===== src/rtl/spi_req_pkg.sv =====
package spi_req_pkg;
   typedef enum logic [0:0] {
      ST_IDLE = 1'b0,
      ST_RUN  = 1'b1
   } spi_state_e;

   function automatic logic pacing_on(input logic [1:0] en, input logic cpha);
      return (|en) && cpha;
   endfunction
endpackage


===== src/rtl/spi_req_sync.sv =====
module spi_req_sync #(
   parameter int STAGES = 2,
   parameter logic RST_VAL = 1'b1
) (
   input  logic clk,
   input  logic rst_n,
   input  logic d_in,
   output logic d_out
);
   if (STAGES < 2) begin : g_bad_stages
      $error("spi_req_sync: STAGES must be at least 2");
   end

   logic [STAGES-1:0] chain_q;

   for (genvar i = 0; i < STAGES; i++) begin : g_stage
      always_ff @(posedge clk or negedge rst_n) begin
         if (!rst_n) chain_q[i] <= RST_VAL;
         else if (i == 0) chain_q[i] <= d_in;
         else chain_q[i] <= chain_q[(i == 0) ? 0 : i-1];
      end
   end

   assign d_out = chain_q[STAGES-1];
endmodule


===== src/rtl/spi_req_tick.sv =====
module spi_req_tick #(
   parameter int DIV_W = 8
) (
   input  logic             clk,
   input  logic             rst_n,
   input  logic             run,
   input  logic [DIV_W-1:0] div,
   output logic             tick
);
   if (DIV_W < 1) begin : g_bad_div
      $error("spi_req_tick: DIV_W must be at least 1");
   end

   logic [DIV_W-1:0] cnt_q;
   logic [DIV_W-1:0] lim;

   assign lim  = (div == '0) ? DIV_W'(1) : div;
   assign tick = run && (cnt_q == lim - DIV_W'(1));

   always_ff @(posedge clk or negedge rst_n) begin
      if (!rst_n) cnt_q <= '0;
      else if (!run || tick) cnt_q <= '0;
      else cnt_q <= cnt_q + DIV_W'(1);
   end


   cnt_range_chk: assert property (@(posedge clk) disable iff (!rst_n)
      run |-> (cnt_q < lim));
endmodule


===== src/rtl/spi_req_shifter.sv =====
module spi_req_shifter #(
   parameter int WORD_W = 24
) (
   input  logic              clk,
   input  logic              rst_n,
   input  logic              load,
   input  logic [WORD_W-1:0] load_word,
   input  logic              shift_out,
   input  logic              sample_in,
   input  logic              miso,
   output logic              mosi,
   output logic [WORD_W-1:0] rx_cur,
   output logic [WORD_W-1:0] rx_next
);
   logic [WORD_W-1:0] tx_q;
   logic [WORD_W-1:0] rx_q;

   assign mosi    = tx_q[WORD_W-1];
   assign rx_cur  = rx_q;
   assign rx_next = {rx_q[WORD_W-2:0], miso};

   always_ff @(posedge clk or negedge rst_n) begin
      if (!rst_n) tx_q <= '0;
      else if (load) tx_q <= load_word;
      else if (shift_out) tx_q <= {tx_q[WORD_W-2:0], 1'b0};
   end

   always_ff @(posedge clk or negedge rst_n) begin
      if (!rst_n) rx_q <= '0;
      else if (load) rx_q <= '0;
      else if (sample_in) rx_q <= rx_next;
   end


   load_shift_excl_chk: assert property (@(posedge clk) disable iff (!rst_n)
      load |-> !(shift_out || sample_in));
endmodule


===== src/rtl/spi_req_master.sv =====
module spi_req_master #(
   parameter int WORD_W = 24,
   parameter int DIV_W  = 8,
   parameter int SYNC_STAGES = 2
) (
   input  logic              clk,
   input  logic              rst_n,
   input  logic [WORD_W-1:0] tx_data,
   input  logic              tx_valid,
   output logic              tx_ready,
   output logic [WORD_W-1:0] rx_data,
   output logic              rx_done,
   input  logic              cfg_cpol,
   input  logic              cfg_cpha,
   input  logic [DIV_W-1:0]  cfg_div,
   input  logic [1:0]        cfg_req_en,
   output logic              sck,
   output logic              mosi,
   input  logic              miso,
   input  logic              req_n
);
   import spi_req_pkg::*;

   localparam int EDGES = 2 * WORD_W;
   localparam int EW    = $clog2(EDGES);

   if (WORD_W < 2) begin : g_bad_word
      $error("spi_req_master: WORD_W must be at least 2");
   end

   spi_state_e       st_q;
   logic             sck_q;
   logic             cpha_q;
   logic [DIV_W-1:0] div_q;
   logic [EW-1:0]    edge_q;
   logic             req_s;
   logic             tick;
   logic             start_w;
   logic             pace_w;
   logic             leading_w;
   logic             last_w;
   logic             shift_w;
   logic             sample_w;
   logic [WORD_W-1:0] rx_cur;
   logic [WORD_W-1:0] rx_next;

   spi_req_sync #(.STAGES(SYNC_STAGES), .RST_VAL(1'b1)) u_sync (
      .clk   (clk),
      .rst_n (rst_n),
      .d_in  (req_n),
      .d_out (req_s)
   );

   spi_req_tick #(.DIV_W(DIV_W)) u_tick (
      .clk   (clk),
      .rst_n (rst_n),
      .run   (st_q == ST_RUN),
      .div   (div_q),
      .tick  (tick)
   );

   spi_req_shifter #(.WORD_W(WORD_W)) u_shift (
      .clk       (clk),
      .rst_n     (rst_n),
      .load      (start_w),
      .load_word (tx_data),
      .shift_out (shift_w),
      .sample_in (sample_w),
      .miso      (miso),
      .mosi      (mosi),
      .rx_cur    (rx_cur),
      .rx_next   (rx_next)
   );

   assign pace_w    = pacing_on(cfg_req_en, cfg_cpha);
   assign tx_ready  = (st_q == ST_IDLE) && (!pace_w || !req_s);
   assign start_w   = tx_valid && tx_ready;
   assign leading_w = !edge_q[0];
   assign last_w    = (edge_q == EW'(EDGES-1));

   always_comb begin
      shift_w  = 1'b0;
      sample_w = 1'b0;
      if (st_q == ST_RUN && tick) begin
         if (!cpha_q) begin
            sample_w = leading_w;
            shift_w  = !leading_w && !last_w;
         end else begin
            shift_w  = leading_w && (edge_q != '0);
            sample_w = !leading_w;
         end
      end
   end

   always_ff @(posedge clk or negedge rst_n) begin
      if (!rst_n) begin
         st_q    <= ST_IDLE;
         sck_q   <= 1'b0;
         cpha_q  <= 1'b0;
         div_q   <= DIV_W'(1);
         edge_q  <= '0;
         rx_data <= '0;
         rx_done <= 1'b0;
      end else begin
         rx_done <= 1'b0;
         case (st_q)
            ST_IDLE: begin
               sck_q <= cfg_cpol;
               if (start_w) begin
                  st_q   <= ST_RUN;
                  cpha_q <= cfg_cpha;
                  div_q  <= cfg_div;
                  edge_q <= '0;
               end
            end
            default: begin
               if (tick) begin
                  sck_q  <= ~sck_q;
                  edge_q <= edge_q + EW'(1);
                  if (last_w) begin
                     st_q    <= ST_IDLE;
                     rx_done <= 1'b1;
                     rx_data <= sample_w ? rx_next : rx_cur;
                  end
               end
            end
         endcase
      end
   end

   assign sck = sck_q;


   gate_chk: assert property (@(posedge clk) disable iff (!rst_n)
      (start_w && pace_w) |-> !req_s);


   edge_bound_chk: assert property (@(posedge clk) disable iff (!rst_n)
      (st_q == ST_RUN) |-> (edge_q < EW'(EDGES)));


   word_hold_chk: assert property (@(posedge clk) disable iff (!rst_n)
      (st_q == ST_RUN && !(tick && last_w)) |=> (st_q == ST_RUN));


   sck_hold_chk: assert property (@(posedge clk) disable iff (!rst_n)
      (st_q == ST_RUN && !tick) |=> $stable(sck_q));


   done_pulse_chk: assert property (@(posedge clk) disable iff (!rst_n)
      rx_done |=> !rx_done);
endmodule


===== config.mk =====
export PLATFORM = sky130hd
export DESIGN_NAME = spi_req_master
export DESIGN_NICKNAME = d
export VERILOG_FILES = /design/src/rtl/spi_req_pkg.sv /design/src/rtl/spi_req_sync.sv /design/src/rtl/spi_req_tick.sv /design/src/rtl/spi_req_shifter.sv /design/src/rtl/spi_req_master.sv
export SDC_FILE = /design/constraint.sdc
export NUM_CORES = 1
export LEC_CHECK = 0
export CELL_PAD_IN_SITES_DETAIL_PLACEMENT = 1
export CELL_PAD_IN_SITES_GLOBAL_PLACEMENT = 2
export CORE_MARGIN = 4
export CORE_UTILIZATION = 33
export CTS_CLUSTER_SIZE = 12
export DETAILED_ROUTE_END_ITERATION = 16
export PLACE_DENSITY = 0.87
export SLEW_MARGIN = 30
export SYNTH_ARGS = -nofsm -noshare
export SYNTH_HDL_FRONTEND = slang
export SYNTH_HIERARCHICAL = 1
export SYNTH_SLANG_ARGS = --single-unit

===== constraint.sdc =====
create_clock -name clk -period 3.5 [get_ports clk]
set_clock_uncertainty 0.2 [all_clocks]
set_input_delay 0.35 -clock clk [delete_from_list [all_inputs] [get_ports clk]]
set_output_delay 0.35 -clock clk [all_outputs]
set_load 0.01 [all_outputs]

==> flow_summary.yaml, run 1 <==
timing:
  worst_pin_slew_ns: 0.787
  setup_viol: 0
  fin_setup_tns_ns: 0
  finalWorstSetupSlack_ns: 0.153
  post-route-min-period_ns: 3.35
  final_max_slew_viol_count: 0
  max_slew_margin: 0.475
  timing.final.crit_share: 0.956
  hold_violations: 0
  max_freq_mhz: 299
power_and_ir_drop:
  irDropWorstVdd_uv: 282
  p_leak_uw: 0.00257
  powerDensity_nw_per_um2: 645
critical_path:
  cpMaxStageDelayCell: "dfrtp_1"
  r2r-start: "div_q[5]"
  max_stage_delay_ns: 0.41
  startpoint_type: "flip-flop"
  critical_path_required_ns: 3.51
  critPathMaxFanout: 6
  crit_path_end_kind: "flip-flop"
  crit_start: "div_q[5]"
  worstPathArrival_ns: 3.35
  path_cells: "nor4_4 -> a21oi_2 -> ha_4 -> o21ba_2 -> a22oi_2 -> o32ai_2 -> nor4_2 -> and2_4 -> nand2_2 -> a21oi_4 -> clkbuf_16 -> mux2i_1 -> o21ai_1"
  path_class: "reg -> reg"
detailed_routing:
  drt_iter0_drc: 201
  drt_pass1_iterations: 4
  drt_wl_total_um: 13500
  via_count: 3982
  drcViolationCount: 0
  drt.antenna.violating_nets: 0
  viasPerCell: 5.17
  wl_per_cell_um: 17.5
placed_design:
  numPortBuffers: 68
  hpwl_um: 9050
  dp_slack_ns: 0.00369
  gp_congestion: 0.883
  placed_cells: 750
  dpl-instance-area_um2: 6100
synth:
  ys_warn_count: 6
  ys_seq_area_frac: 0.471
  synth_area_um2: 5320
  synth_ff_type: "dfrtp_1"
  synthArstFlopShare: 1.00
  synth_edf_count: 0
  synthDistinctLibCells: 58
  synth_cells: 501
  syn_nets: 546
  ys_ff_latch: 100
  syn_avg_cell_area_um2: 10.6
grt:
  overflow: 0
  grt_pass1_wl_um: 22500
  antenna_found_initial: 0
  grt_pass1_vias: 4364
  grtUsageTotal: 0.153
  grt_max_degree: 53
final_layout:
  final_cell_count_no_fill: 770
  final_util: 0.416
  multi_input_area_um2: 2390
  nets: 594
  area_delta_synth_final_pct: 23.8
  mostFrequentLayoutCells: "dfrtp_1, clkdlybuf4s50_1, mux2i_1"
  regArea_um2: 2510
  final_common_cell: "dfrtp_1"
  drive_above_1_share: 0.175
  fillCellCount: 1734
  n_antenna_cell: 0
  final_area_um2: 6590
clock_network:
  numClockSinks: 100
  postCtsSetupRepairBufs: 0
  cts_buffer_depth: 2
  cts_inserted_buffers: 9
  cts_tree: "built"
  insertion_delay_ns: 0.35
  htreeDepth: 3
  clk_transition_reported_paths_ns: 0.07
  root_buffer: "clkbuf_16"
floorplan:
  fp.dieArea_um2: 18200
  core_area_um2: 15800
  row_count: 46
  die_x_um: 135
  pin_count: 69
  start_util: 0.336
  die_h_um: 135
status:
  status: "completed"
min_path:
  hp-start: "u_sync/chain_q[0]"
  hold_path_class: "reg -> reg"
job:
  cap_violations: 0
flip-flops by register name, summed over array words and instances (netlist names):
| name | cells |
|---|---|
| rx_done | 1 |
| u_sync/d_out | 1 |
| u_shift/tx_q | 24 |
| st_q | 1 |
| u_sync/chain_q | 1 |
| cpha_q | 1 |
| u_shift/rx_cur | 24 |
| edge_q | 6 |
| u_tick/cnt_q | 8 |
| div_q | 8 |
| sck | 1 |
| rx_data | 24 |
kinds of logic (layout without fill, tap and decap cells):
group | after synthesis | in the layout | synth area share
AND/OR/NAND/NOR | 122 | 122 | 0.115
XOR/XNOR | 14 | 14 | 0.0285
adder cells (fa/ha/maj) | 4 | 4 | 0.00941
flip-flops | 100 | 100 | 0.471
multiplexers | 61 | 61 | 0.117
buffers and inverters | 76 | 129 | 0.0962
AO/OA/AOI/OAI | 124 | 124 | 0.163
synthesized netlist by cell type, types with 2 or more instances:
| cell | number | area (um2) |
|---|---|---|
| mux2_2 | 8 | 90.1 |
| a211o_1 | 2 | 17.5 |
| mux2i_1 | 53 | 531 |
| o22ai_1 | 3 | 18.8 |
| a21oi_1 | 27 | 135 |
| buf_6 | 6 | 67.6 |
| a31oi_2 | 19 | 238 |
| a31oi_1 | 5 | 31.3 |
| clkbuf_1 | 10 | 37.5 |
| nand2b_1 | 3 | 18.8 |
| nor2_1 | 38 | 143 |
| nor4_1 | 3 | 18.8 |
| o21ai_0 | 34 | 170 |
| xor2_1 | 7 | 61.3 |
| dfstp_2 | 3 | 78.8 |
| nor2b_1 | 2 | 12.5 |
| nand3_1 | 10 | 50.1 |
| buf_4 | 29 | 218 |
| a22oi_1 | 2 | 15.0 |
| ha_1 | 4 | 50.1 |
| buf_2 | 14 | 70.1 |
| buf_12 | 2 | 40.0 |
| o21ai_1 | 18 | 90.1 |
| nand4_1 | 24 | 150 |
| dfrtp_1 | 97 | 2430 |
| inv_1 | 12 | 45.0 |
| and3_1 | 4 | 25.0 |
| buf_8 | 2 | 30.0 |
| xnor2_1 | 4 | 35.0 |
| nand2_1 | 28 | 105 |
cell type report:
type                            instances  area share
Sequential cell                       100       0.381
Multi-Input combinational cell        325       0.363
Timing Repair Buffer                  100       0.158
Tap cell                              216      0.0410
Clock buffer                           11      0.0353
Clock inverter                          5      0.0152
Inverter                               13     0.00741
critical path: cells and delay by family, from the launching register on:
| family | cells | cell delay [ns] |
|---|---|---|
| AO/OA/AOI/OAI | 6 | 1.03 |
| adder cells (fa/ha/maj) | 1 | 0.20 |
| buffers and inverters | 1 | 0.22 |
| flip-flops | 1 | 0.41 |
| multiplexers | 1 | 0.21 |
| AND/OR/NAND/NOR | 4 | 0.94 |
stage by stage:
| stage | hold slack [ns] | total power, uW |
|---|---|---|
| 2_1_floorplan | -0.146 | 2820 |
| 3_3_place_gp | 0.147 | 2970 |
| 3_5_place_dp | 0.153 | 3070 |
| 4_1_cts | 0.163 | 4230 |
| 5_1_grt | 0.166 | 4550 |
| 6_report | 0.160 | 4250 |
metal layers:
layer	routed length [um]	global-route usage	vias up
met3	373	0.0201	19
li1	-	-	1873
met2	7080	0.273	73
met1	5720	0.186	2017
met5	0	0	-
met4	289	0.0616	0
final timing paths:
kind | cells past startpoint | endpoint | slack, ns
worst min register to register | 0 | u_sync/d_out | 0.16
worst max register to register | 13 | u_shift/tx_q[16] | 0.15
worst min-delay path | 0 | u_sync/d_out | 0.16
min in group asynchronous | 2 | rx_data[9] | 0.37
max in group asynchronous | 3 | u_sync/d_out | 1.96
worst max-delay path | 13 | u_shift/tx_q[16] | 0.15
what timing repair did:
action / in CTS / in global routing
gates cloned: 0 / 3
resized for setup: 2 / 13
pin swaps: 0 / 4
endpoints found under the hold margin: 48 / 0
setup endpoints to repair: 25 / 79
hold buffers: 1 / 0
power by group:
part	total, uW	switching (uW)	leakage [uW]	internal [uW]
sequential	1880	362	0.00121	1510
combinational	1250	685	0.00120	560
clock	1130	428	0.000163	697
total	4250	1480	0.00257	2770
No activity file was read; power rests on OpenSTA's default activity.
==> run 2: changes to the inputs <==
- CORE_UTILIZATION: 33 -> 31
- PLACE_DENSITY: 0.87 -> 0.86
- SYNTH_HIERARCHICAL: 1 -> unset
==> flow_summary.yaml, run 2 <==
timing:
  max_freq_mhz: 303
  finalWorstSetupSlack_ns: 0.200
  fin_setup_tns_ns: 0
  setup_viol: 0
  post-route-min-period_ns: 3.30
  rsz0062_at_grt: "no"
  worst_pin_slew_ns: 0.700
  hold_slack_ns: 0.182
  final_max_slew_viol_count: 0
  timing.final.crit_share: 0.943
  max_slew_margin: 0.534
  hold_violations: 0
floorplan:
  pin_count: 69
  fp.dieArea_um2: 17400
  core_area_um2: 15100
  start_util: 0.314
  row_count: 45
  die_h_um: 132
  die_x_um: 132
final_layout:
  final_common_cell: "dfrtp_1"
  nets: 591
  n_antenna_cell: 0
  drive_above_1_share: 0.0817
  area_delta_synth_final_pct: 24.6
  mostFrequentLayoutCells: "dfrtp_1, nand2_1, clkdlybuf4s50_1"
  final_cell_count_no_fill: 739
  final_area_um2: 5940
synth:
  synth_ff_type: "dfrtp_1"
  synthDistinctLibCells: 45
  ys_seq_area_frac: 0.526
  synth_cells: 486
  syn_avg_cell_area_um2: 9.80
  synth_area_um2: 4760
  synthArstFlopShare: 1.00
  syn_nets: 531
  ys_ff_latch: 100
  netlist.area_leader.share: 0.510
  synth_area_leaders: "dfrtp_1, mux2i_1, nand2_1"
  synth.most_common_cell: "dfrtp_1"
  ys_top_cells_by_count: "dfrtp_1, nand2_1, o21ai_0, mux2i_1"
  yosysTopAreaCell: "dfrtp_1"
  ys_warn_count: 0
  synth_edf_count: 0
critical_path:
  critPathMaxFanout: 24
  worstPathArrival_ns: 3.31
  timing.rr.end: "u_shift.tx_q[2]"
  cp_num_cells: 11
  r2r_cells: 11
  cpMaxStageDelayCell: "a221o_1"
  endpoint: "u_shift.tx_q[2]"
  path_cells: "or2_2 -> nor2_1 -> a21oi_1 -> ha_2 -> o21ba_2 -> a221o_1 -> a221o_1 -> and4bb_1 -> buf_12 -> mux2i_1 -> a21oi_1"
  r2r-start: "div_q[1]"
  critical_path_required_ns: 3.51
  crit_start: "div_q[1]"
  critPathTopFamily: "compound AO/OA/AOI/OAI gates"
  max_stage_delay_ns: 0.41
  cp.buffers_inverters: 1
  path_class: "reg -> reg"
  crit_path_end_kind: "flip-flop"
  startpoint_type: "flip-flop"
  r2r_slack_ns: 0.20
detailed_routing:
  drt.antenna.violating_nets: 0
  drt_iter0_drc: 177
  drt_wl_total_um: 11700
  wl_per_cell_um: 15.8
  drt_pass1_iterations: 4
  viasPerCell: 4.97
  drcViolationCount: 0
  via_count: 3672
clock_network:
  root_buffer: "clkbuf_16"
  cts_inserted_buffers: 9
  htreeDepth: 3
  cts_tree: "built"
  insertion_delay_ns: 0.35
  postCtsSetupRepairBufs: 0
  numClockSinks: 100
  cts_buffer_depth: 2
  clk_transition_reported_paths_ns: 0.07
grt:
  overflow: 0
  antenna_found_initial: 0
  grtUsageTotal: 0.140
  grt_pass1_vias: 3977
  grt_max_degree: 77
  grt_pass1_wl_um: 20200
placed_design:
  hpwl_um: 7890
  gp_congestion: 0.784
  dpl-instance-area_um2: 5630
  dp_slack_ns: 0.120
  placed_cells: 722
  numPortBuffers: 68
status:
  status: "completed"
min_path:
  hold_path_class: "reg -> reg"
power_and_ir_drop:
  irDropWorstVdd_uv: 253
  powerDensity_nw_per_um2: 577
  p_leak_uw: 0.00251
job:
  cap_violations: 0
==> run 2: final cells by class <==
class | count | area, um2
Sequential cell | 100 | 2510
Timing Repair Buffer | 81 | 811
Clock inverter | 6 | 41.3
Fill cell | 1704 | 9210
Tap cell | 188 | 235
Multi-Input combinational cell | 347 | 2090
Inverter | 7 | 26.3
Clock buffer | 10 | 229
==> run 2: routing by layer <==
layer / track usage / up-vias / wire length, um
met5: 0 / - / 0
met4: 0.0327 / 0 / 143
met3: 0.0469 / 13 / 435
met2: 0.226 / 64 / 5660
met1: 0.182 / 1811 / 5440
li1: - / 1784 / -
==> run 2: report_power, final <==
| group | internal (uW) | switching (uW) |
|---|---|---|
| registers | 1360 | 184 |
| clock network | 481 | 442 |
| logic | 460 | 501 |
==> run 2: worst min-delay path by stage <==
stage / start / endpoint / slack, ns / cells after the start
2_1_floorplan: rst_n / cpha_q / -0.15 / 0
3_5_place_dp: u_sync.chain_q[0] / u_sync.d_out / 0.17 / 0
4_1_cts: u_sync.chain_q[0] / u_sync.d_out / 0.18 / 0
3_3_place_gp: u_sync.chain_q[0] / u_sync.d_out / 0.17 / 0
5_1_grt: u_sync.chain_q[0] / u_sync.d_out / 0.19 / 0
6_report: u_sync.chain_q[0] / u_sync.d_out / 0.18 / 0
==> run 2: stage by stage <==
step / total power, uW / utilization
floorplan: 2200 / -
global placement: 2450 / 0.372
detailed placement: 2510 / 0.372
CTS: 3460 / 0.391
global route: 3670 / 0.392
finish: 3420 / 0.392
==> run 2: kinds of logic after synthesis <==
group	Yosys count	synth area share
simple gates	181	0.173
flops	100	0.526
compound gates	96	0.115
mux	47	0.0988
buf+inv	39	0.0418
xor+xnor	19	0.0349
fa+ha+maj	4	0.0105
==> run 2: timing repair <==
action / in CTS / in global routing
setup endpoints to repair: 0 / 35
hold endpoints to repair: 17 / 0
hold buffers: 1 / 0
gates resized for setup: 0 / 3
==> run 3: changes to the inputs <==
- CORE_UTILIZATION: 31 -> 37
- PLACE_DENSITY: 0.86 -> 0.95
- SETUP_SLACK_MARGIN: unset -> 0.5
- clock period: 3.5 -> 4.2 ns (I/O delays scaled with it)
==> flow_summary.yaml, run 3 (synthesis gave the netlist of run 2 again) <==
status:
  status: "completed"
detailed_routing:
  via_count: 3627
  viasPerCell: 5.07
  wl_per_cell_um: 16.1
  drt_pass1_iterations: 4
  drt_iter0_drc: 183
  drt.antenna.violating_nets: 0
  drt_wl_total_um: 11500
  drcViolationCount: 0
critical_path:
  critPathMaxFanout: 24
  cp_num_cells: 10
  path_cells: "nor4_2 -> a21oi_1 -> ha_1 -> o21ba_2 -> a221o_1 -> a221o_1 -> and4bb_1 -> buf_4 -> mux2i_1 -> a21oi_1"
  cp.buffers_inverters: 1
  r2r_slack_ns: 0.71
  cpMaxStageDelayCell: "dfrtp_1"
  path_class: "reg -> reg"
  timing.rr.end: "u_shift.tx_q[13]"
  r2r_cells: 10
  startpoint_type: "flip-flop"
  max_stage_delay_ns: 0.47
  critical_path_required_ns: 4.21
  critPathTopFamily: "compound AO/OA/AOI/OAI gates"
  r2r-start: "div_q[3]"
  crit_path_end_kind: "flip-flop"
  worstPathArrival_ns: 3.50
timing:
  post-route-min-period_ns: 3.49
  worst_pin_slew_ns: 0.766
  final_max_slew_viol_count: 0
  timing.final.crit_share: 0.830
  fin_setup_tns_ns: 0
  max_slew_margin: 0.487
  finalWorstSetupSlack_ns: 0.713
  max_freq_mhz: 287
  rsz0062_at_grt: "no"
  setup_viol: 0
  hold_violations: 0
floorplan:
  pin_count: 69
  fp.dieArea_um2: 14800
  die_h_um: 121
  die_x_um: 121
  core_area_um2: 12600
  row_count: 41
  start_util: 0.377
clock_network:
  cts_inserted_buffers: 9
  clk_transition_reported_paths_ns: 0.07
  numClockSinks: 100
  root_buffer: "clkbuf_16"
  cts_tree: "built"
  htreeDepth: 3
  cts_buffer_depth: 2
  insertion_delay_ns: 0.35
placed_design:
  gp_congestion: 0.777
  dp_slack_ns: 0.606
  hpwl_um: 7660
  numPortBuffers: 68
grt:
  antenna_found_initial: 0
  grtUsageTotal: 0.166
  grt_max_degree: 106
  grt_pass1_wl_um: 19700
  overflow: 0
  grt_pass1_vias: 4010
final_layout:
  drive_above_1_share: 0.0717
  mostFrequentLayoutCells: "dfrtp_1, nand2_1, clkdlybuf4s50_1"
  n_antenna_cell: 0
  final_common_cell: "dfrtp_1"
  nets: 584
  area_delta_synth_final_pct: 23.2
min_path:
  hold_path_class: "reg -> reg"
  min_to: "u_sync.d_out"
  hp-start: "u_sync.chain_q[0]"
  hold_path_depth: 0
power_and_ir_drop:
  p_leak_uw: 0.00248
  irDropWorstVdd_uv: 207
  powerDensity_nw_per_um2: 494
job:
  cap_violations: 0
==> run 3: what timing repair did <==
item	CTS	global route
buffers inserted	0	0
gates resized for setup	0	1
hold buffers	0	1
setup endpoints to repair	0	26
hold endpoints to repair	0	67
==> run 3: cell type report <==
cell class                 instances  area, um2
inverter                           7       26.3
fill                            1456       6750
timing repair buffer              74        729
clock inverter                     6       63.8
clock buffer                      10        239
multi-input combinational        347       2090
tap                              172        215
sequential                       100       2510
==> run 3: worst max-delay path by stage <==
stage / from / endpoint / slack (ns)
after floorplan: div_q[3] / edge_q[5] / 0.92
after global placement: div_q[3] / u_shift.tx_q[23] / 0.75
final: div_q[3] / u_shift.tx_q[13] / 0.71
after global routing: div_q[3] / u_shift.tx_q[16] / 0.54
after detailed placement: div_q[3] / u_shift.tx_q[6] / 0.61
after CTS: div_q[3] / u_shift.tx_q[4] / 0.58
==> run 3: per-layer routing <==
layer  GRT usage  vias to the layer above  share of wire
met5           0                        -              0
met4      0.0518                        0          0.017
met3      0.0503                       14          0.041
met2       0.276                       57           0.50
met1       0.208                     1788           0.44
li1            -                     1768              -
==> run 3: through the flow <==
| step | hold slack (ns) | std cells | total power, uW | utilization | area [um2] |
|---|---|---|---|---|---|
| after floorplan | -0.0756 | 486 | 1830 | - | 4760 |
| after global placement | 0.149 | 699 | 2010 | 0.439 | 5540 |
| after detailed placement | 0.156 | 699 | 2070 | 0.439 | 5540 |
| after CTS | 0.0308 | 715 | 2930 | 0.463 | 5840 |
| after global routing | 0.169 | 716 | 3080 | 0.465 | 5870 |
| final | 0.164 | 716 | 2900 | 0.465 | 5870 |
==> run 3: report_power, final <==
part           switching [uW]  total (uW)  internal [uW]
Combinational             393         745            353
Clock                     372         849            477
Sequential                172        1300           1130
Total                     937        2900           1960
